$ cat config.mk
export PLATFORM = sky130hd
export DESIGN_NAME = quad_tx_fifo
export DESIGN_NICKNAME = d
export VERILOG_FILES = /design/src/rtl/quad_fifo_pkg.sv /design/src/rtl/qf_regif.sv /design/src/rtl/qf_occupancy.sv /design/src/rtl/qf_store.sv /design/src/rtl/quad_tx_fifo.sv
export SDC_FILE = /design/constraint.sdc
export NUM_CORES = 1
export LEC_CHECK = 0
export BUFFER_PORTS_ARGS = -buffer_cell sky130_fd_sc_hd__buf_4
export CELL_PAD_IN_SITES_DETAIL_PLACEMENT = 1
export CELL_PAD_IN_SITES_GLOBAL_PLACEMENT = 1
export CORE_AREA = 2 2 195 197
export DETAILED_ROUTE_END_ITERATION = 12
export DIE_AREA = 0 0 197 199
export PLACE_DENSITY = 0.83
export RECOVER_POWER = 50
export SYNTH_ARGS = -nofsm -noshare
export SYNTH_HDL_FRONTEND = slang
export SYNTH_SLANG_ARGS = --single-unit
$ cat constraint.sdc
create_clock -name clk -period 9.1 [get_ports clk]
set_input_delay 0.91 -clock clk [delete_from_list [all_inputs] [get_ports clk]]
set_output_delay 0.91 -clock clk [all_outputs]
set_load 0.05 [all_outputs]
$ cat src/rtl/quad_fifo_pkg.sv
package quad_fifo_pkg;
  localparam int QW         = 32;
  localparam int REG_AW     = 8;
  localparam int SIZE_W     = 9;
  localparam int SIZE_LSB   = 23;
  localparam int BIT_FULL   = 0;
  localparam int BIT_AFULL  = 1;
  localparam int BIT_ROOM4  = 4;
  localparam int BIT_AEMPTY = 14;
  localparam int BIT_EMPTY  = 15;
  localparam int BIT_FLUSH  = 19;
  localparam logic [REG_AW-1:0] DATA_OFS = 8'h30;
  localparam logic [REG_AW-1:0] CTRL_OFS = 8'h34;

  typedef struct packed {
    logic full;
    logic afull;
    logic room4;
    logic aempty;
    logic empty;
  } fill_flags_t;
endpackage

$ cat src/rtl/qf_regif.sv
module qf_regif
  import quad_fifo_pkg::*;
#(
  parameter int PHYS_DEPTH = 16
) (
  input  logic              clk,
  input  logic              rst_n,
  input  logic [REG_AW-1:0] reg_addr,
  input  logic              reg_wr,
  input  logic [QW-1:0]     reg_wdata,
  input  fill_flags_t       flags,
  output logic [QW-1:0]     reg_rdata,
  output logic              push_req,
  output logic [QW-1:0]     push_data,
  output logic              flush,
  output logic [SIZE_W-1:0] size_q,
  output logic [SIZE_W-1:0] size_nxt
);
  localparam logic [SIZE_W-1:0] PHYS_S = SIZE_W'(PHYS_DEPTH);

  logic              wr_ctrl;
  logic [SIZE_W-1:0] size_in;
  logic [SIZE_W-1:0] size_clamped;
  logic [QW-1:0]     stat_word;

  assign wr_ctrl   = reg_wr && (reg_addr == CTRL_OFS);
  assign push_req  = reg_wr && (reg_addr == DATA_OFS);
  assign push_data = reg_wdata;
  assign flush     = wr_ctrl && reg_wdata[BIT_FLUSH];

  assign size_in      = reg_wdata[SIZE_LSB +: SIZE_W];
  assign size_clamped = ((size_in == '0) || (size_in > PHYS_S)) ? PHYS_S : size_in;
  assign size_nxt     = wr_ctrl ? size_clamped : size_q;

  always_ff @(posedge clk) begin
    if (!rst_n) size_q <= '0;
    else        size_q <= size_nxt;
  end

  always_comb begin
    stat_word                       = '0;
    stat_word[BIT_FULL]             = flags.full;
    stat_word[BIT_AFULL]            = flags.afull;
    stat_word[BIT_ROOM4]            = flags.room4;
    stat_word[BIT_AEMPTY]           = flags.aempty;
    stat_word[BIT_EMPTY]            = flags.empty;
    stat_word[SIZE_LSB +: SIZE_W]   = size_q;
    reg_rdata = (reg_addr == CTRL_OFS) ? stat_word : '0;
  end

  assert_size_range_R9: assert property (@(posedge clk) disable iff (!rst_n)
    size_q <= PHYS_S);
  assert_size_clamp_R9: assert property (@(posedge clk) disable iff (!rst_n)
    wr_ctrl |=> (size_q != '0) && (size_q <= PHYS_S));
endmodule

$ cat src/rtl/qf_occupancy.sv
module qf_occupancy
  import quad_fifo_pkg::*;
#(
  parameter int PHYS_DEPTH = 16,
  localparam int CNT_W = $clog2(PHYS_DEPTH + 1)
) (
  input  logic              clk,
  input  logic              rst_n,
  input  logic              push_req,
  input  logic              pop_req,
  input  logic              flush,
  input  logic [SIZE_W-1:0] size_q,
  input  logic [SIZE_W-1:0] size_nxt,
  output logic              push_ok,
  output logic              pop_ok,
  output logic              out_valid,
  output fill_flags_t       flags
);
  localparam logic [CNT_W-1:0] PHYS_C = CNT_W'(PHYS_DEPTH);
  localparam logic [CNT_W-1:0] FOUR_C = CNT_W'(4);
  localparam logic [CNT_W-1:0] ONE_C  = CNT_W'(1);

  function automatic logic [CNT_W-1:0] eff_of(input logic [SIZE_W-1:0] s);
    if (s == '0) return PHYS_C;
    return CNT_W'(s);
  endfunction

  logic [CNT_W-1:0] count;
  logic [CNT_W-1:0] count_nxt;
  logic [CNT_W-1:0] cap_now;
  logic [CNT_W-1:0] cap_nxt;
  logic [CNT_W-1:0] free_nxt;

  assign cap_now   = eff_of(size_q);
  assign cap_nxt   = eff_of(size_nxt);
  assign push_ok   = push_req && !flush && (count < cap_now);
  assign pop_ok    = pop_req && !flush && (count != '0);
  assign out_valid = (count != '0);

  always_comb begin
    if (flush) count_nxt = '0;
    else       count_nxt = count + CNT_W'(push_ok) - CNT_W'(pop_ok);
    free_nxt = (cap_nxt > count_nxt) ? (cap_nxt - count_nxt) : '0;
  end

  always_ff @(posedge clk) begin
    if (!rst_n) begin
      count <= '0;
      flags <= '0;
    end else begin
      count        <= count_nxt;
      flags.full   <= (count_nxt >= cap_nxt);
      flags.afull  <= (free_nxt == ONE_C);
      flags.room4  <= (free_nxt >= FOUR_C);
      flags.aempty <= (count_nxt == ONE_C);
      flags.empty  <= (count_nxt == '0);
    end
  end

  assert_no_overflow_R4: assert property (@(posedge clk) disable iff (!rst_n)
    count <= PHYS_C);
  assert_full_drop_R4: assert property (@(posedge clk) disable iff (!rst_n)
    flags.full |-> !push_ok);
  assert_full_empty_excl_R7: assert property (@(posedge clk) disable iff (!rst_n)
    $onehot0({flags.full, flags.empty}));
  assert_flush_empties_R8: assert property (@(posedge clk) disable iff (!rst_n)
    flush |=> (count == '0));
  assert_pushpop_steady_R11: assert property (@(posedge clk) disable iff (!rst_n)
    (push_ok && pop_ok) |=> (count == $past(count)));
endmodule

$ cat src/rtl/qf_store.sv
module qf_store
  import quad_fifo_pkg::*;
#(
  parameter int PHYS_DEPTH = 16,
  localparam int PTR_W = (PHYS_DEPTH > 1) ? $clog2(PHYS_DEPTH) : 1
) (
  input  logic          clk,
  input  logic          rst_n,
  input  logic          push_ok,
  input  logic [QW-1:0] push_data,
  input  logic          pop_ok,
  input  logic          flush,
  output logic [QW-1:0] head_data
);
  localparam logic [PTR_W-1:0] LAST = PTR_W'(PHYS_DEPTH - 1);

  logic [QW-1:0]    mem [PHYS_DEPTH];
  logic [PTR_W-1:0] wr_ptr;
  logic [PTR_W-1:0] rd_ptr;

  function automatic logic [PTR_W-1:0] bump(input logic [PTR_W-1:0] p);
    return (p == LAST) ? '0 : p + PTR_W'(1);
  endfunction

  always_ff @(posedge clk) begin
    if (push_ok) mem[wr_ptr] <= push_data;
  end

  always_ff @(posedge clk) begin
    if (!rst_n || flush) begin
      wr_ptr <= '0;
      rd_ptr <= '0;
    end else begin
      if (push_ok) wr_ptr <= bump(wr_ptr);
      if (pop_ok)  rd_ptr <= bump(rd_ptr);
    end
  end

  assign head_data = mem[rd_ptr];

  assert_ptr_range_R3: assert property (@(posedge clk) disable iff (!rst_n)
    (wr_ptr <= LAST) && (rd_ptr <= LAST));
endmodule

$ cat src/rtl/quad_tx_fifo.sv
module quad_tx_fifo
  import quad_fifo_pkg::*;
#(
  parameter int PHYS_DEPTH = 16
) (
  input  logic        clk,
  input  logic        rst_n,
  input  logic [7:0]  reg_addr,
  input  logic        reg_wr,
  input  logic [31:0] reg_wdata,
  output logic [31:0] reg_rdata,
  output logic        tx_valid,
  input  logic        tx_ready,
  output logic [31:0] tx_data
);
  fill_flags_t       flags;
  logic              push_req;
  logic [QW-1:0]     push_data;
  logic              flush;
  logic [SIZE_W-1:0] size_q;
  logic [SIZE_W-1:0] size_nxt;
  logic              push_ok;
  logic              pop_ok;

  qf_regif #(.PHYS_DEPTH(PHYS_DEPTH)) regif_i (
    .clk(clk), .rst_n(rst_n), .reg_addr(reg_addr), .reg_wr(reg_wr),
    .reg_wdata(reg_wdata), .flags(flags), .reg_rdata(reg_rdata),
    .push_req(push_req), .push_data(push_data), .flush(flush),
    .size_q(size_q), .size_nxt(size_nxt)
  );

  qf_occupancy #(.PHYS_DEPTH(PHYS_DEPTH)) occ_i (
    .clk(clk), .rst_n(rst_n), .push_req(push_req), .pop_req(tx_ready),
    .flush(flush), .size_q(size_q), .size_nxt(size_nxt),
    .push_ok(push_ok), .pop_ok(pop_ok), .out_valid(tx_valid), .flags(flags)
  );

  qf_store #(.PHYS_DEPTH(PHYS_DEPTH)) store_i (
    .clk(clk), .rst_n(rst_n), .push_ok(push_ok), .push_data(push_data),
    .pop_ok(pop_ok), .flush(flush), .head_data(tx_data)
  );

  assert_hold_under_stall_R12: assert property (@(posedge clk) disable iff (!rst_n)
    (tx_valid && !tx_ready && !flush) |=> (tx_valid && $stable(tx_data)));
  assert_empty_no_valid_R3: assert property (@(posedge clk) disable iff (!rst_n)
    flags.empty |-> !tx_valid);
endmodule

==> metrics.md, run 1 <==
| Metric | Value |
|---|---|
| Required time worst endpoint | `between 9 and 10 ns` |
| Resize count post-CTS | `0` |
| Max-slew violations | `0` |
| Synth-to-Final Area Change | `13.37%` |
| Placed Cells | `1,503` |
| Largest net degree at the start of global routing | `120` |
| Ys Warns | `0` |
| Arrival time at the worst endpoint | `6.56 ns` |
| Share of cells above drive strength 1 | `between 20 and 30%` |
| Crit path from | `regif_i.size_q[5]$_SDFF_PN0_` |
| Area of the die | `0.03920 mm2` |
| Worst reg2reg path depth | `23` |
| Psw | `around 1.6 mW` |
| I/O Pins | `109` |
| Hold Path Class | `flop to flop` |
| Die width | `197 um` |
| Critical path's largest stage delay | `0.60 ns` |
| Gp weighted congestion | `0.7873` |
| Area of the multi-input gates | `0.004987 mm2` |
| Share of the synthesized area in the top cell type | `72.24%` |
| CP endpoint | `occ_i.flags[3]$_SDFF_PN0_` |
| All-Layer GR Usage | `26.14%` |
| DP HPWL | `25,270 um` |
| Clock Power Share | `a little under two fifths` |
| Clk pin slew, worst setup/hold paths | `0.06 ns` |
| WL/cell | `30.84 um` |
| Pleak | `7.614 nW` |
| # diodes | `0` |
| Routed wire length | `49,340 um` |
| Number of remaining DRC errors | `0` |
| Worst clock skew | `roughly 0.032 ns` |
| Initial Util | `57.32%` |
| Worst Setup Start Kind | `flop` |
| Status | `finished, final reports clean` |
| First drt pass iteration count | `5` |
| VDD IR-drop max | `157.2 uV` |
| Post-synth cell types | `53` |
| Synth area leaders | `edfxtp_1 72%, mux4_2 17%, dfxtp_1 2.9%` |
| Mean Syn Cell Area | `22.08 um2` |
| Setup TNS | `0 ns` |
| Min cycle time layout | `6.098 ns` |
| Setup CP Type | `flop to flop` |
| Logic pwr share | `about 18%` |
| Worst reg-to-reg setup slack | `roughly 3 ns` |
| Core Util, Final | `64.98%` |
| Routed vias | `between 10,000 and 15,000` |
| Initial antenna violation count | `0` |
| Vias in the first global route | `11,190` |
| # setup viols final | `0` |
| Core ar. | `approximately 0.037 mm2` |
| Placed cell areas | `0.02251 mm2` |
| CTS root buf | `clkbuf_16` |
| Flop pwr share | `45.8%` |
| Sequential Area | `0.01601 mm2` |
| Seq/Total Area, Yosys | `75.15%` |
| Netlist Area Pre-Place | `0.02128 mm2` |
| Critical path peak fanout | `18` |
| Die Span Y | `199 um` |
| Number of DRC markers in iteration 0 | `955` |
| Number of fill cells | `2,991` |
| Async SR Flop Fraction | `0%` |
| Max clock buf depth | `3` |
| Final instance area | `0.02413 mm2` |
| PD cells | `roughly 250 mW/mm2` |
| Crit path max-delay cell type | `o21a_1` |
| DRT antenna net count | `0` |
| Worst r2r dst | `occ_i.flags[3]$_SDFF_PN0_` |
| Final cell count without fillers | `1,600` |
| CP endpoint kind | `flop` |
| Nets | `1,150` |
| Fin. Hold Viols | `0` |
| Internal Power | `~4.6 mW` |
| Clk Latency, worst-skew pair | `0.58 ns` |
| Number of enable flip-flop cells after synthesis | `512` |
| H-tree levels | `2` |
| Worst slew pin tran | `1.289 ns` |
| CTS Hold Bufs | `0` |
| Vias per cell | `6.404` |
| First-pass GRT wire length | `roughly 73,000 um` |
| Predominant post-synthesis flop cell | `edfxtp_1` |
| # rows | `71` |
| PortBufs | `90` |
| Clock buffer count from CTS | `between 50 and 60` |
| FF+latch count, synth | `543` |
| Fmax | `164.0 MHz` |
| Total grt overflow | `0` |
| Net Sw Frac | `25.43%` |
| CTS tree | `done` |
| FF-to-FF Start | `regif_i.size_q[5]$_SDFF_PN0_` |
| Post-CTS Setup Repair Bufs | `0` |
| Top cell by count, worst path | `ha_1` |
| Period Utilization, post-route | `67.01%` |
| Number of clock sinks | `~540` |
| Max-cap violations | `0` |
| Synth area leader | `edfxtp_1` |
| RSZ-0062 raised after global routing | `false` |
| Worst rel slew slack | `a little over an eighth` |
| CP Cell Sequence | `nor4_1 > a21oi_1 > ha_1 > or3b_1 > a2111oi_0 > o21a_1 > inv_4 > ha_1 > inv_1 > ha_1 > inv_1 > fa_1 > nand2b_1 > a21oi_1 > or3_1 > and2_1 > nand2_1 > ha_1 > nor3b_1 > nor3_1 > a31oi_1 > or4_1 > nor4_1` |
| Post-synthesis cell count | `964` |
state kept, by name (all words and copies together) (netlist names), named ones only:
register,flops
store_i.rd_ptr,4
occ_i.count,5
store_i.wr_ptr,4
regif_i.size_q,9
store_i.mem,512
occ_i.flags,5
power groups by stage:
stage                     clock network (mW)  logic, mW  registers, mW
after global placement                     0       1.05           2.85
after CTS                               2.26       1.10           2.80
after detailed placement                   0       1.09           2.85
final                                   2.24       1.07           2.80
after floorplan                            0      0.847           2.81
after global routing                    2.34       1.15           2.80
logic make-up (layout without fill, tap and decap cells):
logic type,Yosys count,in the layout,synth area share (%)
xor gates and xnor gates,5,5,0.2057
and+or+nand+nor,111,111,3.092
AOI/OAI and AO/OA,42,42,1.317
adders and majority gates,22,22,1.364
muxes,161,161,16.98
buffers and inverters,79,224,1.875
DFF,543,543,75.15
other,1,18,0.01762
per-stage QoR:
| stage | power (mW) | hold slack [ns] | setup WS, ns |
|---|---|---|---|
| after CTS | 6.156 | 0.5058 | 3.064 |
| after detailed placement | 3.937 | 0.4957 | 3.055 |
| after global routing | 6.294 | 0.5199 | 2.584 |
| after global placement | 3.898 | 0.4814 | 3.464 |
| final | 6.107 | 0.5157 | 3.002 |
| after floorplan | 3.661 | 0.4671 | 4.137 |
area by class of cell:
cell class              instances  area share (%)
repair buffers                110           2.914
multi-input cells             359           20.67
clock buffers                  69           5.999
well taps                     474           2.458
inverters                      17          0.2748
clock inverters                28           1.353
flip-flops and latches        543           66.33
synthesized netlist by cell type, types with 2 or more instances:
library cell and instances:
a21boi_0 2, buf_4 20, mux4_2 160, o22ai_1 2
nor3b_1 2, o21ai_0 5, edfxtp_1 512, nor3_1 3
buf_1 3, clkbuf_1 24, a21oi_1 14, and2_1 14
nor2_1 12, nand2b_1 5, nor3_2 3, o32ai_1 3
nor4_1 8, buf_2 14, inv_1 16, and3_1 16
xor2_1 4, ha_1 20, a21o_1 2, a22o_1 3
nand3_1 10, a31oi_1 2, or4_1 2, o21a_1 2
fa_1 2, nand2_1 19, or3_1 4, dfxtp_1 31
nor2b_1 5
cells in the final DEF, fill, tap and decap left out, types with 3 or more instances in the layout:
cell | synthesis | routed
a21oi_1 | 14 | 14
a22o_1 | 3 | 3
and2_0 | 0 | 8
and2_1 | 14 | 6
and3_1 | 16 | 8
and3_2 | 0 | 8
buf_4 | 20 | 72
bufinv_16 | 0 | 7
clkbuf_1 | 24 | 47
clkbuf_16 | 0 | 54
clkbuf_8 | 0 | 4
clkinv_1 | 0 | 6
clkinv_2 | 0 | 11
clkinvlp_4 | 0 | 3
conb_1 | 1 | 18
dfxtp_1 | 31 | 27
edfxtp_1 | 512 | 512
ha_1 | 20 | 20
inv_1 | 16 | 16
mux4_2 | 160 | 160
nand2_1 | 19 | 19
nand2b_1 | 5 | 5
nand3_1 | 10 | 10
nor2_1 | 12 | 11
nor2b_1 | 5 | 5
nor3_1 | 3 | 3
nor3_4 | 1 | 3
nor4_1 | 8 | 8
o21ai_0 | 5 | 6
o32ai_1 | 3 | 3
or3_1 | 4 | 4
xor2_1 | 4 | 4
worst max-delay path, delay by kind of cell (launching register included):
kind                       cells  cell delay, ns
buffers and inverters          3            0.28
DFF                            1            0.32
adders and majority gates      5            1.50
AOI/OAI and AO/OA              5            1.45
and+or+nand+nor               10            2.42
metal layers:
metal / vias to the layer above / global-route usage (%) / wire length (um)
met3: 112 / 4.900 / 3912
met5: - / 0 / 0
li1: 4248 / - / -
met4: 0 / 9.830 / 1529
met1: 5357 / 35.20 / 19120
met2: 530 / 43.25 / 24780
how the worst min path moves through the flow:
stage,from,end,cells past startpoint
global placement,regif_i.size_q[5]$_SDFF_PN0_,regif_i.size_q[5]$_SDFF_PN0_,1
floorplan,regif_i.size_q[5]$_SDFF_PN0_,regif_i.size_q[5]$_SDFF_PN0_,1
CTS,regif_i.size_q[8]$_SDFF_PN0_,regif_i.size_q[8]$_SDFF_PN0_,1
global route,regif_i.size_q[8]$_SDFF_PN0_,regif_i.size_q[8]$_SDFF_PN0_,1
detailed placement,regif_i.size_q[8]$_SDFF_PN0_,regif_i.size_q[8]$_SDFF_PN0_,1
finish,regif_i.size_q[8]$_SDFF_PN0_,regif_i.size_q[8]$_SDFF_PN0_,1
(Power assumes the default switching activity.)
==> inputs of run 2 (changes only) <==
--- a/config.mk
+++ b/config.mk
@@ -8,10 +8,10 @@
 export BUFFER_PORTS_ARGS = -buffer_cell sky130_fd_sc_hd__buf_4
 export CELL_PAD_IN_SITES_DETAIL_PLACEMENT = 1
 export CELL_PAD_IN_SITES_GLOBAL_PLACEMENT = 1
-export CORE_AREA = 2 2 195 197
+export CORE_AREA = 2 2 212 214
 export DETAILED_ROUTE_END_ITERATION = 12
-export DIE_AREA = 0 0 197 199
-export PLACE_DENSITY = 0.83
+export DIE_AREA = 0 0 214 216
+export PLACE_DENSITY = 0.74
 export RECOVER_POWER = 50
 export SYNTH_ARGS = -nofsm -noshare
 export SYNTH_HDL_FRONTEND = slang
==> constraint.sdc (replaced) <==
create_clock -name clk -period 5.6 [get_ports clk]
set_input_delay 0.56 -clock clk [delete_from_list [all_inputs] [get_ports clk]]
set_output_delay 0.56 -clock clk [all_outputs]
set_load 0.05 [all_outputs]
==> run 2 against run 1 <==
Compared with the run above:
- clock skew decreased by 0.014 ns
- register-to-register slack lost 2.6 ns
- sequential cell count unchanged
- cell area is 0.76% higher
- core utilization decreased by 9.5 points
- final cell count rose by 7.7%
- wire length fell by 2.1%
- total power rose by 61%
- critical path depth did not move
- combinational power is 60% higher
- critical endpoint unchanged
- largest power group unchanged
==> metrics.md, run 2 (same netlist as run 1, synthesis figures left out) <==
| Metric | Value |
|---|---|
| Max reg flops | `512 (unchanged)` |
| # rows | `77 (+8.5%)` |
| CTS root buf | `clkbuf_16` |
| Initial Util | `48.55% (-8.8 points)` |
| Fin. Hold Viols | `0 (unchanged)` |
| Required time worst endpoint | `6.08 ns (-3.48 ns)` |
| Total grt overflow | `0 (unchanged)` |
| Nets | `1,156 (+0.52%)` |
| Routed vias | `10,130 (-1.2%)` |
| Area of the die | `0.04622 mm2 (+18%)` |
| Worst Setup Start Kind | `flop` |
| Gp weighted congestion | `0.7439 (-5.5%)` |
| Period Utilization, post-route | `93.41% (+26 points)` |
| Biggest regs | `store_i.mem x512, regif_i.size_q x9` |
| VDD IR-drop max | `369.4 uV (+130%)` |
| Worst Hold Path Cells | `3 (+2)` |
| H-tree levels | `2 (unchanged)` |
| Die width | `214 um (+8.6%)` |
| Setup CP Type | `flop to flop` |
| All-Layer GR Usage | `21.41% (-4.7 points)` |
| FF-to-FF Start | `regif_i.size_q[0]$_SDFF_PN0_` |
| Largest net degree at the start of global routing | `71 (-41%)` |
| Arrival time at the worst endpoint | `5.71 ns (-0.85 ns)` |
| CP endpoint kind | `flop` |
| Routed wire length | `48,280 um (-2.1%)` |
| First drt pass iteration count | `5 (unchanged)` |
| Pleak | `7.632 nW (+0.24%)` |
| Worst clock skew | `0.01830 ns (-0.01398 ns)` |
| Worst reg-to-reg setup slack | `0.37 ns (-2.63 ns)` |
| Worst rel slew slack | `8.963% (-4.4 points)` |
| Max-cap violations | `0 (unchanged)` |
| Setup TNS | `0 ns (unchanged)` |
| Status | `finished, final reports clean` |
| Min-delay src | `tx_ready` |
| Worst slew pin tran | `1.355 ns (+0.06609 ns)` |
| Worst reg2reg path depth | `23 (unchanged)` |
| Number of remaining DRC errors | `0 (unchanged)` |
| Pwr Total | `9.860 mW (+61%)` |
| Worst r2r dst | `occ_i.flags[3]$_SDFF_PN0_` |
| Clk Latency, worst-skew pair | `0.59 ns (about the same)` |
| Number of clock sinks | `543 (unchanged)` |
| Die Span Y | `216 um (+8.5%)` |
| Vias per cell | `5.878 (-8.2%)` |
| WL/cell | `28.02 um (-9.1%)` |
| Hold EP | `store_i.rd_ptr[1]$_SDFFE_PP0P_` |
| Hold Path Class | `input port to flop` |
| Share of cells above drive strength 1 | `30.24% (+0.40 points)` |
| PD cells | `405.5 mW/mm2 (+60%)` |
| Number of fill cells | `3,787 (+27%)` |
| I/O Pins | `109 (unchanged)` |
| Number of DRC markers in iteration 0 | `883 (-7.5%)` |
| Critical path peak fanout | `7 (-11)` |
| Commonest non-fill, non-tap cell in the layout | `edfxtp_1` |
| Max clock buf depth | `3 (unchanged)` |
| First-pass GRT wire length | `72,400 um (-0.81%)` |
| Biggest register | `store_i.mem` |
| Vias in the first global route | `11,100 (-0.88%)` |
| Core ar. | `0.04384 mm2 (+18%)` |
| Clk pin slew, worst setup/hold paths | `0.07 ns (about the same)` |
| CTS Hold Bufs | `0 (unchanged)` |
| Fmax | `191.2 MHz (+17%)` |
| # setup viols final | `0 (unchanged)` |
| Max-slew violations | `0 (unchanged)` |
| DRT antenna net count | `0 (unchanged)` |
| PortBufs | `90 (unchanged)` |
| Clock buffer count from CTS | `53 (unchanged)` |
| CTS tree | `done` |
| # diodes | `0 (unchanged)` |
| Initial antenna violation count | `1 (+1)` |
| Synth-to-Final Area Change | `14.23%` |
| DP HPWL | `26,690 um (+5.6%)` |
| Min cycle time layout | `5.231 ns (-0.8673 ns)` |
| Most frequent cells in the layout | `512 x edfxtp_1, 160 x mux4_2, 76 x buf_4, 53 x clkbuf_16, 48 x clkbuf_1` |
[run 2: changes by cell type in the layout (fill, tap and decap cells not counted), moves of 2 or more]
cell,change
buf_4,+4
and2_0,+3
clkbuf_8,-2
nor4_1,-2
clkinv_1,+2
nor4_2,+2
and2_1,-3
inv_6,+3
clkinvlp_4,-3
[run 2: power by group]
group          internal, mW  total [mW]  switching (mW)  leakage, nW
clock network          2.09        3.55            1.47        0.853
registers              4.47        4.59           0.121         4.85
logic                 0.810        1.71           0.903         1.93
total                  7.37        9.86            2.49         7.63
[run 2: worst max path at each step]
stage | from | to | slack, ns | depth (start not counted)
floorplan | regif_i.size_q[0]$_SDFF_PN0_ | occ_i.flags[3]$_SDFF_PN0_ | 0.78 | 24
global placement | regif_i.size_q[5]$_SDFF_PN0_ | occ_i.flags[3]$_SDFF_PN0_ | 0.44 | 23
detailed placement | regif_i.size_q[5]$_SDFF_PN0_ | occ_i.flags[3]$_SDFF_PN0_ | 0.27 | 23
CTS | regif_i.size_q[5]$_SDFF_PN0_ | occ_i.flags[3]$_SDFF_PN0_ | 0.26 | 23
global route | regif_i.size_q[0]$_SDFF_PN0_ | occ_i.flags[3]$_SDFF_PN0_ | -0.005 | 23
finish | regif_i.size_q[0]$_SDFF_PN0_ | occ_i.flags[3]$_SDFF_PN0_ | 0.37 | 23
[run 2: routing by layer]
metal,global-route usage (%),vias up,wire [um]
met5,0,-,12
met4,6.037,2,1026
met3,4.200,79,2850
met2,36.85,350,24920
met1,27.97,5438,19470
li1,-,4259,-
[run 2: final cells by class]
type                       instances  area [um2]  share of cell area, %
sequential                       543       16010                  65.83
multi-input combinational        359        5019                  20.64
inverter                          17       66.31                 0.2727
clock inverter                    30       330.3                  1.359
timing repair buffer             116       757.0                  3.113
clock buffer                      66        1395                  5.738
tap                              592       740.7                  3.047
[run 2: stage by stage]
step	cell area [um2]	std cells	utilization [%]	hold slack, ns	setup WS [ns]
final	24310	1723	55.46	0.3103	0.3690
after global routing	24310	1723	55.46	0.3256	-0.004850
after CTS	24440	1723	55.75	0.2343	0.2556
after detailed placement	22710	1627	51.82	0.4864	0.2694
after global placement	22710	1627	51.82	0.4830	0.4366
after floorplan	21350	981	-	0.4671	0.7789
[run 2: timing repair]
item,4_1_cts,5_1_grt
endpoints found under the setup margin,0,1
buffers inserted,0,0
resized for setup,0,3
[run 2: critical path, stage by stage (launching register included)]
cell and delay (ns):
dfxtp_1 0.36, nor4_2 0.30, a21oi_1 0.14, ha_1 0.20, or3b_1 0.35, a2111oi_2 0.33
o21a_1 0.24, inv_4 0.09, ha_1 0.28, inv_1 0.06, ha_1 0.16, inv_1 0.06
fa_1 0.42, nand2b_1 0.16, a21oi_1 0.17, or3_1 0.15, and2_1 0.14, nand2_1 0.09
ha_4 0.29, nor3b_1 0.14, nor3_1 0.15, a31oi_1 0.06, or4_1 0.57, nor4_1 0.23
==> inputs of run 3 (changes only) <==
--- a/config.mk
+++ b/config.mk
@@ -8,11 +8,12 @@
 export BUFFER_PORTS_ARGS = -buffer_cell sky130_fd_sc_hd__buf_4
 export CELL_PAD_IN_SITES_DETAIL_PLACEMENT = 1
 export CELL_PAD_IN_SITES_GLOBAL_PLACEMENT = 1
-export CORE_AREA = 2 2 212 214
+export CORE_AREA = 2 2 190 239
 export DETAILED_ROUTE_END_ITERATION = 12
-export DIE_AREA = 0 0 214 216
+export DIE_AREA = 0 0 192 241
 export PLACE_DENSITY = 0.74
 export RECOVER_POWER = 50
+export SLEW_MARGIN = 20
 export SYNTH_ARGS = -nofsm -noshare
 export SYNTH_HDL_FRONTEND = slang
 export SYNTH_SLANG_ARGS = --single-unit
==> run 3 against run 2 <==
Compared with the run above:
- register-to-register slack is essentially flat
- fmax shrank 0.24%
- core utilization shrank 0.055 points
- critical path type unchanged
- critical path depth is the same
- largest power group unchanged
- worst hold slack lost 0.0028 ns
- largest cell class unchanged
- clock power grew 1%
- non-clock buffer count shrank 1
- first-iteration DRC count grew 3.2%
- via count shrank 0.19%
- sequential power is essentially flat
==> metrics.md, run 3 (same netlist as run 1, synthesis figures left out) <==
| Metric | Value |
|---|---|
| VDD IR-drop max | `308.8 uV (-16%)` |
| Die Span Y | `241 um (+12%)` |
| Routed vias | `10,110 (-0.19%)` |
| Initial Util | `48.48% (-0.073 points)` |
| Clk Latency, worst-skew pair | `0.58 ns (about the same)` |
| Setup CP Type | `flop to flop` |
| CTS Hold Bufs | `0 (unchanged)` |
| Core ar. | `0.04390 mm2 (+0.15%)` |
| Placed cell areas | `0.02269 mm2 (-0.12%)` |
| H-tree levels | `2 (unchanged)` |
| Vias per cell | `5.950 (+1.2%)` |
| # setup viols final | `0 (unchanged)` |
| CTS tree | `done` |
| Share of cells above drive strength 1 | `30.17% (-0.070 points)` |
| Period Utilization, post-route | `93.63% (+0.22 points)` |
| Max reg flops | `512 (unchanged)` |
| Max-cap violations | `0 (unchanged)` |
| CTS root buf | `clkbuf_16` |
| Vias in the first global route | `11,110 (+0.081%)` |
| First drt pass iteration count | `5 (unchanged)` |
| Die width | `192 um (-10%)` |
| CP endpoint kind | `flop` |
| Area of the die | `0.04627 mm2 (+0.10%)` |
| Largest net degree at the start of global routing | `68 (-4.2%)` |
| Critical path peak fanout | `7 (unchanged)` |
| Arrival time at the worst endpoint | `5.72 ns (about the same)` |
| DRT antenna net count | `0 (unchanged)` |
| Gp weighted congestion | `0.7663 (+3.0%)` |
| Required time worst endpoint | `6.08 ns (about the same)` |
| Logic pwr share | `17.6% (+0.2 points)` |
| WHS | `0.3075 ns (-0.002762 ns)` |
| Hold Path Class | `input port to flop` |
| Number of remaining DRC errors | `0 (unchanged)` |
| Routed wire length | `48,410 um (+0.27%)` |
| Worst Setup Start Kind | `flop` |
| WL/cell | `28.49 um (+1.7%)` |
| Internal Power | `7.409 mW (+0.55%)` |
| Number of DRC markers in iteration 0 | `911 (+3.2%)` |
| Psw | `2.509 mW (+0.70%)` |
| Fin. Hold Viols | `0 (unchanged)` |
| Nets | `1,153 (-0.26%)` |
| CP Buf/Inv Count | `3 (unchanged)` |
| Min cycle time layout | `5.243 ns (+0.01238 ns)` |
| Flop pwr share | `46.1% (-0.5 points)` |
| Crit-path leading delay family | `simple AND/OR/NAND/NOR gates` |
| Initial antenna violation count | `0 (-1)` |
| All-Layer GR Usage | `21.83% (+0.42 points)` |
| Critical path's largest stage delay | `0.58 ns (about the same)` |
| Top cell by count, worst path | `ha_1` |
| Worst slew pin tran | `1.402 ns (+0.04682 ns)` |
| Clk pin slew, worst setup/hold paths | `0.06 ns (about the same)` |
| Total grt overflow | `0 (unchanged)` |
| Pwr Total | `9.918 mW (+0.59%)` |
| Crit path max-delay cell type | `or4_1` |
| Worst rel slew slack | `5.817% (-3.1 points)` |
| Commonest non-fill, non-tap cell in the layout | `edfxtp_1` |
| # diodes | `0 (unchanged)` |
| Synth-to-Final Area Change | `14.29% (about the same)` |
| Most frequent cells in the layout | `512 x edfxtp_1, 160 x mux4_2, 74 x buf_4, 52 x clkbuf_16, 43 x clkbuf_1` |
| Pleak | `7.619 nW (-0.17%)` |
| Final instance area | `0.02433 mm2 (about the same)` |
| Max-slew violations | `0 (unchanged)` |
| PD cells | `407.7 mW/mm2 (+0.54%)` |
| Worst clock skew | `0.02327 ns (+0.004966 ns)` |
| DP HPWL | `26,720 um (+0.13%)` |
| CP Cell Sequence | `nor4_2 > a21oi_1 > ha_1 > or3b_1 > a2111oi_2 > o21a_1 > inv_4 > ha_1 > inv_1 > ha_1 > inv_1 > fa_1 > nand2b_1 > a21oi_1 > or3_1 > and2_1 > nand2_1 > ha_4 > nor3b_1 > nor3_1 > a31oi_1 > or4_1 > nor4_2` |
| Max clock buf depth | `3 (unchanged)` |
| Clock Power Share | `36.2% (+0.2 points)` |
| Biggest register | `store_i.mem` |
| PortBufs | `90 (unchanged)` |
| Status | `finished, final reports clean` |
| Biggest regs | `store_i.mem x512, regif_i.size_q x9` |
| Fmax | `190.7 MHz (-0.24%)` |
| Net Sw Frac | `25.30% (+0.027 points)` |
| # rows | `86 (+12%)` |
| Clock buffer count from CTS | `51 (-3.8%)` |
| First-pass GRT wire length | `72,330 um (about the same)` |
| I/O Pins | `109 (unchanged)` |
| Number of clock sinks | `543 (unchanged)` |
## run 3: changes by cell type in the layout (fill, tap and decap cells not counted), moves of 2 or more
cell / delta
clkbuf_8: -2
buf_4: -2
bufinv_16: +2
clkinv_2: -7
clkinvlp_4: +4
buf_12: +2
clkbuf_1: -5
clkinv_1: +4
## run 3: worst paths after layout
path | startpoint | end | slack, ns | depth (start not counted)
max | regif_i.size_q[5]$_SDFF_PN0_ | occ_i.flags[3]$_SDFF_PN0_ | 0.36 | 23
min reg2reg | regif_i.size_q[6]$_SDFF_PN0_ | regif_i.size_q[6]$_SDFF_PN0_ | 0.51 | 1
max reg2reg | regif_i.size_q[5]$_SDFF_PN0_ | occ_i.flags[3]$_SDFF_PN0_ | 0.36 | 23
min | tx_ready | flop | 0.31 | 3
## run 3: tightest hold or removal path: stages
cell	delay, ns
buf_4	0.12
nand3_1	0.07
a21oi_1	0.07
## run 3: power by group through the flow
stage	Sequential [mW]	Clock (mW)	Combinational, mW
after global placement	4.70	0	1.66
after CTS	4.61	3.65	1.72
final	4.58	3.59	1.75
after detailed placement	4.69	0	1.71
after floorplan	4.57	0	1.38
after global routing	4.59	3.79	1.91
## run 3: final cells by class
type                    count  area, um2
clock inverters            33      407.9
inverters                  17      66.31
flip-flops and latches    543      16010
clock buffers              60       1331
fillers                  3780      19580
well taps                 572      715.7
multi-input cells         359       5020
repair buffers            115      779.5
## run 3: per-layer routing
layer / global-route usage (%) / vias up / share of wire [%]
met5: 0 / - / 0
met4: 6.570 / 0 / 2.5
li1: - / 4254 / -
met2: 37.12 / 351 / 51
met1: 29.67 / 5426 / 41
met3: 2.995 / 78 / 4.9
## run 3: what timing repair did
item	CTS	global route
resized for setup	0	3
endpoints found under the setup margin	0	2
hold endpoints to repair	0	0
setup buffers	0	0
## run 3: through the flow
step	utilization (%)	std cells	setup WS [ns]	TNS (ns)
6_report	55.41	1699	0.3566	0
3_5_place_dp	51.68	1605	0.1917	0
5_1_grt	55.41	1699	-0.02808	-0.02808
3_3_place_gp	51.68	1605	0.4055	0
2_1_floorplan	-	981	0.7789	0
4_1_cts	55.64	1698	0.1684	0
